<file path="src/rtl/pes_pkg.sv">
package pes_pkg;

  typedef enum logic [1:0] {
    OP_WAIT  = 2'd0,
    OP_BYTE  = 2'd1,
    OP_PULSE = 2'd2
  } opKind_e;

  typedef enum logic [1:0] {
    W_RESET   = 2'd0,
    W_POSTRST = 2'd1,
    W_SETTLE  = 2'd2
  } waitSel_e;

  // Strobe bundle from control to datapath
  typedef struct packed {
    logic     go;
    opKind_e  kind;
    waitSel_e waitSel;
    logic [7:0] txByte;
  } opCmd_t;

  localparam logic [7:0] BYTE_ENABLE  = 8'hAC;
  localparam logic [7:0] BYTE_ECHO    = 8'h53;
  localparam logic [7:0] BYTE_FILL    = 8'h00;
  localparam logic [7:0] DEV_RST_HIGH = 8'h86;
  localparam logic [7:0] DEV_CHK_LO   = 8'h20;
  localparam logic [7:0] DEV_CHK_HI   = 8'h7F;

  function automatic int unsigned maxOf(input int unsigned a, input int unsigned b);
    return (a > b) ? a : b;
  endfunction

endpackage

</file>
<file path="src/rtl/pes_datapath.sv">
module pes_datapath
  import pes_pkg::*;
#(
  parameter int unsigned SCK_HI   = 6,
  parameter int unsigned SCK_LO   = 2,
  parameter int unsigned RST_CYC  = 2000,
  parameter int unsigned POST_CYC = 2000,
  parameter int unsigned END_CYC  = 500
) (
  input  logic       clk,
  input  logic       rstN,
  input  opCmd_t     cmd,
  input  logic       miso,
  output logic       sck,
  output logic       mosi,
  output logic       opDone,
  output logic [7:0] rxByte
);

  localparam int unsigned MAXCNT = maxOf(maxOf(SCK_HI, SCK_LO),
                                         maxOf(maxOf(RST_CYC, POST_CYC), END_CYC));
  localparam int unsigned CW = $clog2(MAXCNT + 1);

  logic          active;
  opKind_e       kind;
  logic          phaseHigh;
  logic [2:0]    bitIdx;
  logic [CW-1:0] cnt;
  logic [CW-1:0] waitLast;
  logic [CW-1:0] selLast;
  logic [7:0]    txSh;
  logic          isShift;
  logic          lowEnd;
  logic          highEnd;
  logic          lastBit;

  always_comb begin
    case (cmd.waitSel)
      W_RESET:   selLast = CW'(RST_CYC - 1);
      W_POSTRST: selLast = CW'(POST_CYC - 1);
      default:   selLast = CW'(END_CYC - 1);
    endcase
  end

  assign isShift = active && (kind != OP_WAIT);
  assign lowEnd  = isShift && !phaseHigh && (cnt == CW'(SCK_LO - 1));
  assign highEnd = isShift && phaseHigh && (cnt == CW'(SCK_HI - 1));
  assign lastBit = (kind == OP_PULSE) || (bitIdx == 3'd0);
  assign opDone  = (active && (kind == OP_WAIT) && (cnt == waitLast)) ||
                   (highEnd && lastBit);

  always_ff @(posedge clk or negedge rstN) begin
    if (!rstN) begin
      active    <= 1'b0;
      kind      <= OP_WAIT;
      phaseHigh <= 1'b0;
      bitIdx    <= 3'd0;
      cnt       <= '0;
      waitLast  <= '0;
      txSh      <= '0;
      rxByte    <= '0;
      sck       <= 1'b0;
      mosi      <= 1'b0;
    end else if (cmd.go) begin
      active    <= 1'b1;
      kind      <= cmd.kind;
      phaseHigh <= 1'b0;
      bitIdx    <= 3'd7;
      cnt       <= '0;
      waitLast  <= selLast;
      txSh      <= cmd.txByte;
      sck       <= 1'b0;
      mosi      <= (cmd.kind == OP_BYTE) ? cmd.txByte[7] : 1'b0;
    end else if (active) begin
      if (kind == OP_WAIT) begin
        if (opDone) active <= 1'b0;
        else        cnt    <= cnt + 1'b1;
      end else if (lowEnd) begin
        sck       <= 1'b1;
        phaseHigh <= 1'b1;
        cnt       <= '0;
        rxByte    <= {rxByte[6:0], miso};
      end else if (highEnd) begin
        sck       <= 1'b0;
        phaseHigh <= 1'b0;
        cnt       <= '0;
        if (lastBit) begin
          active <= 1'b0;
          mosi   <= 1'b0;
        end else begin
          bitIdx <= bitIdx - 1'b1;
          txSh   <= {txSh[6:0], 1'b0};
          mosi   <= txSh[6];
        end
      end else begin
        cnt <= cnt + 1'b1;
      end
    end
  end

endmodule

</file>
<file path="src/rtl/pes_ctrl.sv">
module pes_ctrl
  import pes_pkg::*;
#(
  parameter int unsigned MAX_TRIES = 32
) (
  input  logic       clk,
  input  logic       rstN,
  input  logic       start,
  input  logic [7:0] devCode,
  input  logic       opDone,
  input  logic [7:0] rxByte,
  output opCmd_t     cmd,
  output logic       tgtReset,
  output logic       done,
  output logic       syncFail
);

  localparam int unsigned TW = $clog2(MAX_TRIES + 1);

  typedef enum logic [3:0] {
    S_IDLE, S_RST, S_POST, S_EN, S_ECHO, S_THIRD,
    S_FILL, S_LONE, S_FOURTH, S_SETTLE
  } state_e;

  state_e        state;
  logic          issued;
  logic [7:0]    devReg;
  logic [TW-1:0] tries;
  logic          failFlag;
  logic          checkDev;
  logic          rstHighDev;

  assign checkDev   = (devReg >= DEV_CHK_LO) && (devReg <= DEV_CHK_HI);
  assign rstHighDev = (devReg == DEV_RST_HIGH);

  always_comb begin
    cmd         = '0;
    cmd.go      = (state != S_IDLE) && !issued;
    cmd.kind    = OP_BYTE;
    cmd.waitSel = W_SETTLE;
    cmd.txByte  = BYTE_FILL;
    case (state)
      S_RST:    begin cmd.kind = OP_WAIT; cmd.waitSel = W_RESET;   end
      S_POST:   begin cmd.kind = OP_WAIT; cmd.waitSel = W_POSTRST; end
      S_SETTLE: begin cmd.kind = OP_WAIT; cmd.waitSel = W_SETTLE;  end
      S_EN:     cmd.txByte = BYTE_ENABLE;
      S_ECHO:   cmd.txByte = BYTE_ECHO;
      S_LONE:   cmd.kind = OP_PULSE;
      default:  cmd.txByte = BYTE_FILL;
    endcase
  end

  always_ff @(posedge clk or negedge rstN) begin
    if (!rstN) begin
      state    <= S_IDLE;
      issued   <= 1'b0;
      devReg   <= '0;
      tries    <= '0;
      failFlag <= 1'b0;
      tgtReset <= 1'b0;
      done     <= 1'b0;
      syncFail <= 1'b0;
    end else if (state == S_IDLE) begin
      if (start) begin
        devReg   <= devCode;
        tgtReset <= (devCode != DEV_RST_HIGH);
        done     <= 1'b0;
        syncFail <= 1'b0;
        failFlag <= 1'b0;
        tries    <= '0;
        issued   <= 1'b0;
        state    <= S_RST;
      end
    end else begin
      if (cmd.go) issued <= 1'b1;
      if (opDone) begin
        issued <= 1'b0;
        case (state)
          S_RST: begin
            tgtReset <= rstHighDev;
            state    <= S_POST;
          end
          S_POST:  state <= S_EN;
          S_EN:    state <= S_ECHO;
          S_ECHO:  state <= S_THIRD;
          S_THIRD: begin
            if (!checkDev) begin
              state <= rstHighDev ? S_SETTLE : S_FOURTH;
            end else if (rxByte == BYTE_ECHO) begin
              state <= S_FOURTH;
            end else if (tries == TW'(MAX_TRIES - 1)) begin
              failFlag <= 1'b1;
              state    <= S_FOURTH;
            end else begin
              tries <= tries + 1'b1;
              state <= S_FILL;
            end
          end
          S_FILL:   state <= S_LONE;
          S_LONE:   state <= S_EN;
          S_FOURTH: state <= S_SETTLE;
          S_SETTLE: begin
            done     <= 1'b1;
            syncFail <= failFlag;
            state    <= S_IDLE;
          end
          default:  state <= S_IDLE;
        endcase
      end
    end
  end

endmodule

</file>
<file path="src/rtl/prog_enable_seq.sv">
module prog_enable_seq
  import pes_pkg::*;
#(
  parameter int unsigned SCK_HI    = 6,
  parameter int unsigned SCK_LO    = 2,
  parameter int unsigned RST_CYC   = 2000,
  parameter int unsigned POST_CYC  = 2000,
  parameter int unsigned END_CYC   = 500,
  parameter int unsigned MAX_TRIES = 32
) (
  input  logic       clk,
  input  logic       rstN,
  input  logic       start,
  input  logic [7:0] devCode,
  input  logic       miso,
  output logic       tgtReset,
  output logic       sck,
  output logic       mosi,
  output logic       done,
  output logic       syncFail
);

  opCmd_t     cmd;
  logic       opDone;
  logic [7:0] rxByte;

  pes_ctrl #(.MAX_TRIES(MAX_TRIES)) ctrl (
    .clk(clk), .rstN(rstN), .start(start), .devCode(devCode),
    .opDone(opDone), .rxByte(rxByte), .cmd(cmd),
    .tgtReset(tgtReset), .done(done), .syncFail(syncFail)
  );

  pes_datapath #(
    .SCK_HI(SCK_HI), .SCK_LO(SCK_LO), .RST_CYC(RST_CYC),
    .POST_CYC(POST_CYC), .END_CYC(END_CYC)
  ) dp (
    .clk(clk), .rstN(rstN), .cmd(cmd), .miso(miso),
    .sck(sck), .mosi(mosi), .opDone(opDone), .rxByte(rxByte)
  );

endmodule

</file>
<file path="config.mk">
export PLATFORM = sky130hd
export DESIGN_NAME = prog_enable_seq
export DESIGN_NICKNAME = d
export VERILOG_FILES = /design/src/rtl/pes_pkg.sv /design/src/rtl/pes_datapath.sv /design/src/rtl/pes_ctrl.sv /design/src/rtl/prog_enable_seq.sv
export SDC_FILE = /design/constraint.sdc
export NUM_CORES = 1
export LEC_CHECK = 0
export BUFFER_PORTS_ARGS = -buffer_cell sky130_fd_sc_hd__buf_2
export CAP_MARGIN = 20
export CORE_ASPECT_RATIO = 1.1
export CORE_MARGIN = 1.5
export CORE_UTILIZATION = 58
export DETAILED_ROUTE_END_ITERATION = 12
export PLACE_DENSITY = 0.76
export SETUP_SLACK_MARGIN = 0.1
export SYNTH_ARGS = -nofsm -noshare
export SYNTH_HDL_FRONTEND = slang
export SYNTH_SLANG_ARGS = --single-unit
</file>
<file path="constraint.sdc">
create_clock -name clk -period 6.6 [get_ports clk]
set_input_delay 0.33 -clock clk [delete_from_list [all_inputs] [get_ports clk]]
set_output_delay 0.33 -clock clk [all_outputs]
set_load 0.03 [all_outputs]
</file>
* Yosys cells after proc, flatten, opt, wreduce, memory -nomap -nowiden
Cells that the tools add are included.
** Cells by class
- Multiplexer cells :: 76
- Order comparisons :: 2
- Bitwise gates (word level) :: 2
- Reductions and logical operators :: 45
- Eq/ne operators :: 26
- Add/sub/neg operators :: 3
** Operators with widths (count)
- $mux 11 :: 7
- $mux 6 :: 7
- $mux 7 :: 6
- $mux 1 :: 40
- $pmux 4 s7 :: 1
- $mux 4 :: 6
- $mux 3 :: 6
- $reduce_bool 2->1 :: 9
- $eq 4x3->1 const B :: 4
- $pmux 8 s2 :: 1
- $reduce_and 6->1 :: 2
- $add 11x1->11 const B :: 1
- $eq 11x1->1 const B :: 1
- $eq 11x11->1 :: 1
- $eq 11x3->1 const B :: 1
- $logic_and 1x1->1 :: 10
- $reduce_and 3->1 :: 3
- $eq 4x2->1 const B :: 2
- $eq 4x4->1 const B :: 2
- $eq 8x7->1 const B :: 1
- $eq 8x8->1 const B :: 1
- $ge 8x6->1 const B :: 1
- $le 8x7->1 const B :: 1
- $ne 2x2->1 const B :: 4
- other kinds (23) :: 36
** Storage, ports and cells
- Word-level logic and storage cells :: 171
- Flip-flop bits (word level) :: 68

* Longest topological paths before layout
Gate-level depths: netlist of run 1.
- Depth after elaboration :: 10
- Gate-level depth with buffers :: 9
- Gate-level depth less buffers :: 7

* Cells and area by module
Synthesis of run 1 repeated with hierarchy kept, for this count alone.
** Unflattened totals
- Cells, all modules :: 340
- Area total of the unflattened synthesis :: 3283.1 um2
** By module, submodules not included
- pes_datapath :: seq. area each 925.9 um2, instances 1, area an instance 1943.1 um2, cells each 186
- pes_ctrl :: seq. area each 575.6 um2, instances 1, area an instance 1340.0 um2, cells each 154

* Worst setup path after synthesis of run 1
No wires, ideal clock.
- Kind :: reg2reg
- Start :: reg dp.cnt[6]
- End :: reg ctrl.tries[3]
- Library setup time :: 79 ps
- Data required time :: 6521 ps
- Arrival :: 2310 ps
- Cell stages (with the launch flop) :: 8
- Clock period less this slack :: 2389 ps
- Setup slack :: 4211 ps
- Path through :: dfrtp_1 -> buf_4 -> or4_4 -> or4_4 -> buf_6 -> or3_4 -> a211oi_2 -> mux2i_1
** On the way
- Longest elaborated chain between the ends :: 6
** Ends and longest elaborated chain
- start, declared :: RTL line pes_datapath.sv:28 : logic [CW-1:0] cnt;
- start signal, assigned :: RTL line pes_datapath.sv:77 : else cnt <= cnt + 1'b1;
- start signal, assigned :: RTL line pes_datapath.sv:96 : cnt <= cnt + 1'b1;
- $eq 11x3->1 :: RTL line pes_datapath.sv:47 : assign highEnd = isShift && phaseHigh && (cnt == CW'(SCK_HI - 1));
- $logic_and 1x1->1 :: RTL line pes_datapath.sv:47
- $logic_and 1x1->1 :: RTL line pes_datapath.sv:50 : (highEnd && lastBit);
- $logic_or 1x1->1 (*) :: RTL line pes_datapath.sv:49 : assign opDone = (active && (kind == OP_WAIT) && (cnt == waitLast)) ||
- $reduce_bool 2->1 (no line) (*)
- $reduce_and 6->1 (no line) (*)
- end signal, assigned :: RTL line pes_ctrl.sv:95 : tries <= tries + 1'b1;
- end, declared :: RTL line pes_ctrl.sv:28 : logic [TW-1:0] tries;
Every way passes the cells marked *; elsewhere a longest branch is shown, timed or not.
A chain may end at the register's enable or synchronous reset.

* Final worst setup path of run 1
- Start :: reg ctrl.state[1]
- End :: reg dp.cnt[0]
** On the way
- Longest elaborated chain between the ends :: 4
** Ends and longest elaborated chain
- start, declared :: RTL line pes_ctrl.sv:25 : state_e state;
- start signal, assigned :: RTL line pes_ctrl.sv:88 : state <= rstHighDev ? S_SETTLE : S_FOURTH;
- $reduce_bool 4->1 (*) :: RTL line pes_ctrl.sv:38 : cmd.go = (state != S_IDLE) && !issued;
- $logic_and 1x1->1 (*) :: RTL line pes_ctrl.sv:38
- $ne 3x3->1 (no line) or $reduce_bool 2->1 (tied branches)
- $reduce_and 2->1 (no line)
Marked as above.

==> summary.md, run 1 <==
| Metric | Value |
|---|---|
| Status | `finished clean` |
| Register area | `1501 um2` |
| # clock sinks | `60` |
| Gr usage total | `26.49%` |
| Largest net degree at the start of global routing | `61` |
| Detailed-placement wirelength estimate | `4.753 mm` |
| Mean post-synth cell area | `9.953 um2` |
| Area contributors post-synth | `dfrtp_1 (46%), mux2_2 (5.8%), nand2_1 (3.8%), nor2_1 (3.1%), o21ai_0 (2.6%)` |
| Hold Fails Final Rpt | `0` |
| CP Launch Type | `flop` |
| Total number of vias | `2,660` |
| Crit-path max FO | `16` |
| R2R depth | `6` |
| Multi-input gate area | `1642 um2` |
| Placeable core area | `5430 um2` |
| Grt met1 use | `34.67%` |
| CTS Hold Bufs | `0` |
| Chip height | `81.81 um` |
| WP data required | `6.89 ns` |
| I/O pin cnt | `17` |
| Worst Path Arrival | `3.44 ns` |
| Hold slack | `0.1290 ns` |
| Fillcell total | `451` |
| Sequential-to-total area share from yosys stat | `45.85%` |
| Buffers plus inverters on the worst setup path | `1` |
| Post-synth ARST share | `100.0%` |
| Ant. Diodes | `0` |
| P_leak | `1.602 nW` |
| Slew Limit Fails | `0` |
| Max incr delay on CP | `0.89 ns` |
| Unique cell type count in the Yosys netlist | `67` |
| Fin crit period | `3.154 ns` |
| H-tree Lvls | `3` |
| Max Buffers Root-to-Sink | `2` |
| GR Layer Usage met2 | `41.96%` |
| Drt first pass iters | `5` |
| Worst Tran Pin Value | `0.9811 ns` |
| Flop pwr share | `46.0%` |
| Switching pwr | `0.4482 mW` |
| Clock-pin slew on the worst setup and hold paths | `0.07 ns` |
| Vias per inst | `6.303` |
| Setup violators final | `0` |
| Clock skew | `0.007104 ns` |
| Row count | `28` |
| IO Port Bufs | `16` |
| Most common cell in the netlist | `dfrtp_1` |
| Internal | `0.7585 mW` |
| Critical Path End Type | `flop` |
| CTS tree | `done` |
| RSZ-0062 raised after global routing | `false` |
| Setup Buffers After CTS | `0` |
| Synthesis-to-finish area growth | `8.521%` |
| Clock share of power | `24.3%` |
| Nets | `360` |
| DRC Markers | `0` |
| Die area | `6106 um2` |
| Period Utilization, post-route | `47.79%` |
| Area leader, netlist | `dfrtp_1` |
| Yosys top cell area share | `45.85%` |
| Grt total ovfl | `0` |
| FMAX | `317.0 MHz` |
| Non-filler instance count after layout | `422` |
| Power Dens Cells | `339.6 nW/um2` |
| Setup CP Type | `reg -> reg` |
| Die width | `74.64 um` |
| Post-synth EDFFs | `0` |
| Routed wire per std cell | `16.36 um` |
| Critical-path cell list | `nor4_1 > buf_4 > or2_2 > o21ai_2 > a21oi_1 > mux2_2` |
| Met3 GRT Util | `4.785%` |
| Initial Utilization | `60.30%` |
| Final total power | `1.207 mW` |
| Max cap viols | `0` |
| Setup TNS | `0 ns` |
| Rel. slew slack | `33.99%` |
| Placed cell count | `407` |
| Layout cells sized above 1 | `21.33%` |
| Global-route wire length before repair | `12.03 mm` |
| Sw Ratio | `37.14%` |
| Iteration-0 DRC Markers | `208` |
| Antenna-violating nets left | `0` |
| CP max-delay cell | `nor4_1` |
| CTS Buf Count | `9` |
| Initial antenna violation count | `0` |
| Vias in the first global route | `2,546` |
| Routed Wire Length | `6.903 mm` |
| Cell area after synthesis | `3274 um2` |
| Reg-to-reg slack, setup | `3.45 ns` |
| Routability cong. | `0.8974` |
| Worst path top cell family by delay | `simple AND/OR/NAND/NOR gates` |
| Flops & latches, synth | `60` |
| Synth Instances | `329` |
| Reg-to-reg critical path startpoint | `ctrl.state[1]` |
| Synth top cells by count | `dfrtp_1 (60), nand2_1 (33), nor2_1 (27)` |
| RR Endpoint | `dp.cnt[0]` |
| Peak VDD IR | `0.2080 mV` |
| Post-route core utilization | `65.44%` |
| Type of the worst min-delay path | `in -> async` |
| Post-cts resize count | `0` |
| Clock latency on the worst-skew pair | `0.35 ns` |
| Top Usage Layer GRT | `met2` |
| Logic pwr share | `29.7%` |
| Root Driver | `clkbuf_8` |
| Synth Warn # | `0` |
| Top_reg_cell synth | `dfrtp_1` |
| Syn Nets | `346` |
## metrics by stage
stage | worst slack, ns | cell area (um2)
floorplan | 4.211 | 3274
global placement | 3.628 | 3385
detailed placement | 3.494 | 3385
CTS | 3.482 | 3553
global route | 3.186 | 3553
finish | 3.446 | 3553
## power groups by stage
stage                     clock network [mW]  registers (mW)  logic [mW]
after floorplan                            0           0.533       0.294
after global placement                     0           0.555       0.351
after detailed placement                   0           0.559       0.358
after CTS                              0.298           0.554       0.359
after global routing                   0.311           0.571       0.404
final                                  0.294           0.555       0.359
## layout by cell type, fill, tap and decap left out, types with 3 or more instances in the layout
master	instances
inv_1	12
o21ai_0	17
o31ai_1	3
o22ai_1	6
a211oi_1	4
ha_1	5
buf_2	16
a21oi_1	11
nor2_1	27
clkbuf_8	11
a22oi_1	4
a22o_1	7
nand4_1	5
and3_1	5
buf_4	3
nor4bb_1	4
dfrtp_1	60
mux2_2	17
nor3_1	7
mux2i_1	5
nand2_1	33
nand3_1	16
nor4_1	4
or4_4	3
or2_2	4
## how the worst max path moves through the flow
stage | slack [ns] | end | depth (start not counted) | from
CTS | 3.48 | dp.cnt[0] | 6 | ctrl.state[1]
global route | 3.19 | dp.bitIdx[1] | 7 | ctrl.state[1]
floorplan | 4.21 | ctrl.tries[3] | 7 | dp.cnt[6]
detailed placement | 3.49 | dp.cnt[0] | 6 | ctrl.state[1]
global placement | 3.63 | dp.cnt[0] | 6 | ctrl.state[1]
finish | 3.45 | dp.cnt[0] | 6 | ctrl.state[1]
## kinds of logic after synthesis
| kind of cell | share of synthesized area [%] |
|---|---|
| flip-flops | 45.85 |
| buffers and inverters | 4.012 |
| adder cells (fa/ha/maj) | 1.911 |
| XOR/XNOR | 0.5351 |
| AND/OR/NAND/NOR | 21.86 |
| multiplexers | 7.375 |
| AO/OA/AOI/OAI | 18.46 |
## per-layer routing
layer | wire length (um) | vias up
met2 | 3310 | 93
met4 | 171 | 0
met3 | 311 | 15
met5 | 0 | -
met1 | 3110 | 1293
li1 | - | 1259
## cell type report
cell class / instances / share of cell area [%]
clock buffers: 13 / 4.472
flip-flops and latches: 60 / 42.25
repair buffers: 19 / 2.887
well taps: 75 / 2.641
clock inverters: 2 / 0.2817
multi-input cells: 241 / 46.20
inverters: 12 / 1.268
## state kept, by name (all words and copies together) (netlist names)
register and count:
ctrl.devReg 8, ctrl.done 1, ctrl.failFlag 1, ctrl.issued 1
ctrl.state 4, ctrl.syncFail 1, ctrl.tgtReset 1, ctrl.tries 6
dp.active 1, dp.bitIdx 3, dp.cnt 11, dp.kind 2
dp.mosi 1, dp.rxByte 8, dp.sck 1, dp.txSh 7
dp.waitLast 3
Note: power is estimated with default switching activity, not from simulation.
==> inputs of run 2 (changes only) <==
clock period = 3.1 ns   (was 6.6 ns; I/O delays follow)
==> run 2 against run 1 <==
Net effect:
- critical path type unchanged
- highest routed layer unchanged
- combinational power increased by 120%
- worst setup slack lost 3.1 ns
- critical path depth decreased by 1
- register-to-register slack worse by 3.1 ns
- power rose by 110%
- sequential power grew 110%
==> summary.md, run 2 (synthesis gave the netlist of run 1 again) <==
| Metric | Value |
|---|---|
| Largest net degree at the start of global routing | `37` |
| Rel. slew slack | `41.37%` |
| Post-route cell area | `3593 um2` |
| Clock skew | `0.007332 ns` |
| Post-route core utilization | `66.18%` |
| Layout cells sized above 1 | `22.16%` |
| Drt first pass iters | `5` |
| Max cap viols | `0` |
| Type of the worst min-delay path | `in -> reg` |
| Setup CP Type | `reg -> reg` |
| DRC Markers | `0` |
| CTS Hold Bufs | `1` |
| Worst Path Arrival | `2.94 ns` |
| Global-route wire length before repair | `12.01 mm` |
| Setup violators final | `0` |
| Commonest non-fill, non-tap cell in the layout | `dfrtp_1` |
| CTS Buf Count | `9` |
| Vias per inst | `6.159` |
| Die width | `74.64 um` |
| CTS tree | `done` |
| Row count | `28` |
| Grt total ovfl | `0` |
| Slew Limit Fails | `0` |
| Period Utilization, post-route | `87.70%` |
| Root Driver | `clkbuf_8` |
| Post-cts resize count | `0` |
| Nets | `365` |
| RSZ-0062 raised after global routing | `false` |
| Total number of vias | `2,630` |
| Clock latency on the worst-skew pair | `0.33 ns` |
| Antenna-violating nets left | `0` |
| Die area | `6106 um2` |
| I/O pin cnt | `17` |
| Placed cell area | `3415 um2` |
| WP data required | `3.32 ns` |
| CP Launch Type | `flop` |
| Fin crit period | `2.719 ns` |
| Biggest register | `dp.cnt` |
| Vias in the first global route | `2,521` |
| Initial antenna violation count | `0` |
| Status | `finished clean` |
| Detailed-placement wirelength estimate | `5.070 mm` |
| Max reg flops | `11` |
| Commonest non-fill, non-tap cells in the layout | `dfrtp_1 (60), nand2_1 (33), nor2_1 (27)` |
| Chip height | `81.81 um` |
| Worst Tran Pin Value | `0.8794 ns` |
| Iteration-0 DRC Markers | `271` |
| Initial Utilization | `60.30%` |
| IO Port Bufs | `16` |
| Synthesis-to-finish area growth | `9.744%` |
| Gr usage total | `26.11%` |
| Clock-pin slew on the worst setup and hold paths | `0.07 ns` |
| H-tree Lvls | `3` |
| Routed wire per std cell | `16.87 um` |
| # clock sinks | `60` |
| Top Registers | `dp.cnt (11), ctrl.devReg (8), dp.rxByte (8)` |
| Peak VDD IR | `0.3914 mV` |
| Routed Wire Length | `7.204 mm` |
| Max Buffers Root-to-Sink | `2` |
| Placeable core area | `5430 um2` |
| P_leak | `1.624 nW` |
| Crit-path max FO | `12` |
| Setup Buffers After CTS | `0` |
| Power Dens Cells | `719.5 nW/um2` |
| Routability cong. | `0.9057` |
| Critical Path End Type | `flop` |
| FMAX | `367.8 MHz` |
| Hold Fails Final Rpt | `0` |
| Setup TNS | `0 ns` |
| Ant. Diodes | `0` |
[run 2: changes by cell type in the layout (fill, tap and decap cells not counted)]
cell,change
dlygate4sd3_1,+1
buf_4,+4
[run 2: final cells by class]
type	instances	area, um2
Clock inverter	2	10.01
Fill cell	438	1837
Multi-Input combinational cell	241	1642
Clock buffer	13	158.9
Sequential cell	60	1501
Tap cell	75	93.84
Inverter	12	45.04
Timing Repair Buffer	24	142.6
[run 2: through the flow]
step	setup slack [ns]	total power [mW]	hold WS, ns	instances
4_1_cts	0.4036	2.591	0.04557	427
6_report	0.3813	2.585	0.05612	427
5_1_grt	0.2855	2.737	0.04748	427
2_1_floorplan	0.7106	1.760	-0.1406	329
3_5_place_dp	0.4147	1.961	0.2904	411
3_3_place_gp	0.4550	1.937	0.2887	411
[run 2: path summary, 6_finish.rpt]
check                           endpoint  depth (start not counted)       start  slack, ns
setup / recovery               dp.cnt[0]                          5   dp.cnt[7]       0.38
hold / removal              dp.rxByte[0]                          2        miso       0.06
max in group asynchronous  ctrl.tries[1]                          3        rstN       1.83
hold reg to reg               dp.txSh[0]                          2  dp.txSh[0]       0.49
min in group asynchronous      dp.cnt[8]                          2        rstN       0.45
setup reg to reg               dp.cnt[0]                          5   dp.cnt[7]       0.38
[run 2: routing by layer]
| metal | part of all wire [%] | up-vias | global-route usage, % |
|---|---|---|---|
| met3 | 4.4 | 6 | 4.908 |
| li1 | - | 1258 | - |
| met5 | 0 | - | 0 |
| met1 | 44 | 1283 | 33.55 |
| met4 | 1.1 | 0 | 9.818 |
| met2 | 51 | 83 | 43.75 |
[run 2: worst max-delay path: stages (launching register included)]
cell and delay (ns):
dfrtp_1 0.47, or4_4 0.58, or4_4 0.49, o21ai_2 0.47
a21oi_1 0.27, mux2_2 0.33
[run 2: power by group]
group          switching (mW)  internal [mW]
clock                   0.294          0.327
sequential              0.203          0.966
combinational           0.466          0.329
total                   0.963           1.62
==> inputs of run 3 (changes only) <==
CORE_UTILIZATION = 55   (was 58)
clock period = 2.2 ns   (was 3.1 ns; I/O delays follow)
==> run 3 against run 2 <==
Net effect:
- sequential power is 35% higher
- highest routed layer unchanged
- critical path type unchanged
- critical endpoint is now dp.rxByte[5]
- flip-flop and latch count is the same
- the flow now finishes with violations (negative setup slack)
- design area up 16%
- clock power is 50% higher
- first-iteration DRC count decreased by 15%
==> summary.md, run 3 (synthesis gave the netlist of run 1 again) <==
| Metric | Value |
|---|---|
| Die width | `76.57 um` |
| Initial antenna violation count | `0` |
| Layout cells sized above 1 | `34.76%` |
| Period Utilization, post-route | `107.5%` |
| CTS tree | `done` |
| Routability cong. | `0.9356` |
| # clock sinks | `60` |
| Commonest non-fill, non-tap cells in the layout | `dfrtp_1 (60), buf_4 (44), nand2_1 (33)` |
| Logic pwr share | `40.5%` |
| Routed wire per std cell | `17.26 um` |
| Type of the worst min-delay path | `in -> reg` |
| Largest net degree at the start of global routing | `34` |
| Post-place setup slack | `-0.1606 ns` |
| Root Driver | `clkbuf_8` |
| Most used cell, CP | `or4_4` |
| Routed Wire Length | `8.179 mm` |
| Internal | `2.598 mW` |
| Post-route core utilization | `72.13%` |
| Reg-to-reg slack, setup | `-0.17 ns` |
| Die area | `6426 um2` |
| Placeable core area | `5769 um2` |
| Final worst setup slack | `-0.1658 ns` |
| Power Dens Cells | `1014 nW/um2` |
| IO Port Bufs | `16` |
| Ant. Diodes | `0` |
| Max incr delay on CP | `0.55 ns` |
| CP Launch Type | `flop` |
| Max reg flops | `11` |
| Flop pwr share | `37.4%` |
| Iteration-0 DRC Markers | `231` |
| RSZ-0062 raised after global routing | `true` |
| Gr usage total | `27.46%` |
| Vias per inst | `6.030` |
| Slew Limit Fails | `0` |
| Setup CP Type | `reg -> reg` |
| Worst Path Arrival | `2.60 ns` |
| Sw Ratio | `38.46%` |
| Hold Fails Final Rpt | `0` |
| Placed cell count | `451` |
| Post-route cell area | `4161 um2` |
| Final total power | `4.221 mW` |
| Setup violators final | `29` |
| Global-route wire length before repair | `13.88 mm` |
| Total number of vias | `2,858` |
| P_leak | `1.885 nW` |
| Placed cell area | `3811 um2` |
| Critical-path cell list | `or4_4 > or4_4 > buf_4 > nor4_4 > buf_6 > mux2_4` |
| Clock share of power | `22.1%` |
| CTS Buf Count | `9` |
| Initial Utilization | `56.76%` |
| Nets | `409` |
| FMAX | `422.7 MHz` |
| Vias in the first global route | `2,938` |
| Grt total ovfl | `0` |
| Clock-pin slew on the worst setup and hold paths | `0.07 ns` |
| Top Registers | `dp.cnt (11), ctrl.devReg (8), dp.rxByte (8)` |
| Crit-path max FO | `8` |
| Fillcell total | `405` |
| Chip height | `83.93 um` |
| Commonest non-fill, non-tap cell in the layout | `dfrtp_1` |
| I/O pin cnt | `17` |
| CP max-delay cell | `or4_4` |
| Synthesis-to-finish area growth | `27.09%` |
| Failing checks | `negative setup slack` |
| Biggest register | `dp.cnt` |
| DRC Markers | `0` |
| Detailed-placement wirelength estimate | `5.887 mm` |
| Fin crit period | `2.366 ns` |
| Drt first pass iters | `5` |
| Max cap viols | `0` |
| Switching pwr | `1.623 mW` |
| Clock latency on the worst-skew pair | `0.35 ns` |
| Critical Path End Type | `flop` |
| Status | `complete, but fails checks` |
| Max Buffers Root-to-Sink | `2` |
| Non-filler instance count after layout | `474` |
| Peak VDD IR | `0.7707 mV` |
| WP data required | `2.43 ns` |
| Worst Tran Pin Value | `0.6679 ns` |
| Rel. slew slack | `55.47%` |
| Row count | `29` |
| Clock skew | `0.005751 ns` |
| Antenna-violating nets left | `0` |
| H-tree Lvls | `3` |
run 3: cell count changes in the layout (fill, tap and decap cells not counted), moves of 3 or more:
cell and change:
buf_4 +37, buf_6 +3, clkinvlp_4 +4, mux2_2 -9, mux2_4 +9, o21ai_0 -5, o21ai_1 +5
run 3: power groups by stage:
| stage | registers [mW] | clock network, mW | logic [mW] |
|---|---|---|---|
| after floorplan | 1.60 | 0 | 0.956 |
| after global placement | 1.57 | 0 | 1.52 |
| after detailed placement | 1.59 | 0 | 1.57 |
| after CTS | 1.57 | 0.945 | 1.68 |
| after global routing | 1.61 | 0.993 | 1.87 |
| final | 1.58 | 0.932 | 1.71 |
run 3: worst max-delay path: cells and delay by family (launching register included):
kind                   cells  cell delay, ns
AND/OR/NAND/NOR            3            1.19
multiplexers               1            0.31
buffers and inverters      2            0.37
flip-flops                 1            0.38
run 3: final timing paths:
kind	cells after the start	endpoint	from
worst max-delay path	6	dp.rxByte[5]	dp.cnt[7]
worst min-delay path	2	ctrl.devReg[5]	devCode[5]
worst max register to register	6	dp.rxByte[5]	dp.cnt[7]
worst min register to register	2	ctrl.done	ctrl.done
max in group asynchronous	3	ctrl.devReg[5]	rstN
min in group asynchronous	2	dp.cnt[10]	rstN
run 3: final cells by class:
cell class | count | area (um2) | share of cell area (%)
clock buffer | 10 | 137.6 | 3.307
clock inverter | 6 | 47.55 | 1.143
inverter | 12 | 45.04 | 1.082
multi-input combinational | 241 | 1819 | 43.72
sequential | 60 | 1501 | 36.08
tap | 77 | 96.34 | 2.315
timing repair buffer | 68 | 514.2 | 12.36
run 3: routing by layer:
layer | GRT usage (%) | vias up | routed length, um | part of all wire, %
li1 | - | 1356 | - | -
met1 | 34.97 | 1402 | 3536 | 43
met2 | 47.08 | 89 | 4102 | 50
met3 | 4.809 | 11 | 405 | 5.0
met4 | 9.428 | 0 | 135 | 1.7
met5 | 0 | - | 0 | 0
run 3: metrics by stage:
step | hold WS (ns) | TNS (ns)
floorplan | -0.1856 | -2.366
global placement | 0.1819 | -1.281
detailed placement | 0.1791 | -2.372
CTS | 0.005521 | -1.959
global route | 0.01261 | -4.387
finish | 0.01512 | -2.860
run 3: what timing repair did:
item,in CTS,in global routing
endpoints found under the setup margin,34,38
buffers inserted,2,2
pin swaps,8,0
resized for setup,18,7
endpoints found under the hold margin,29,0
hold buffers,3,0
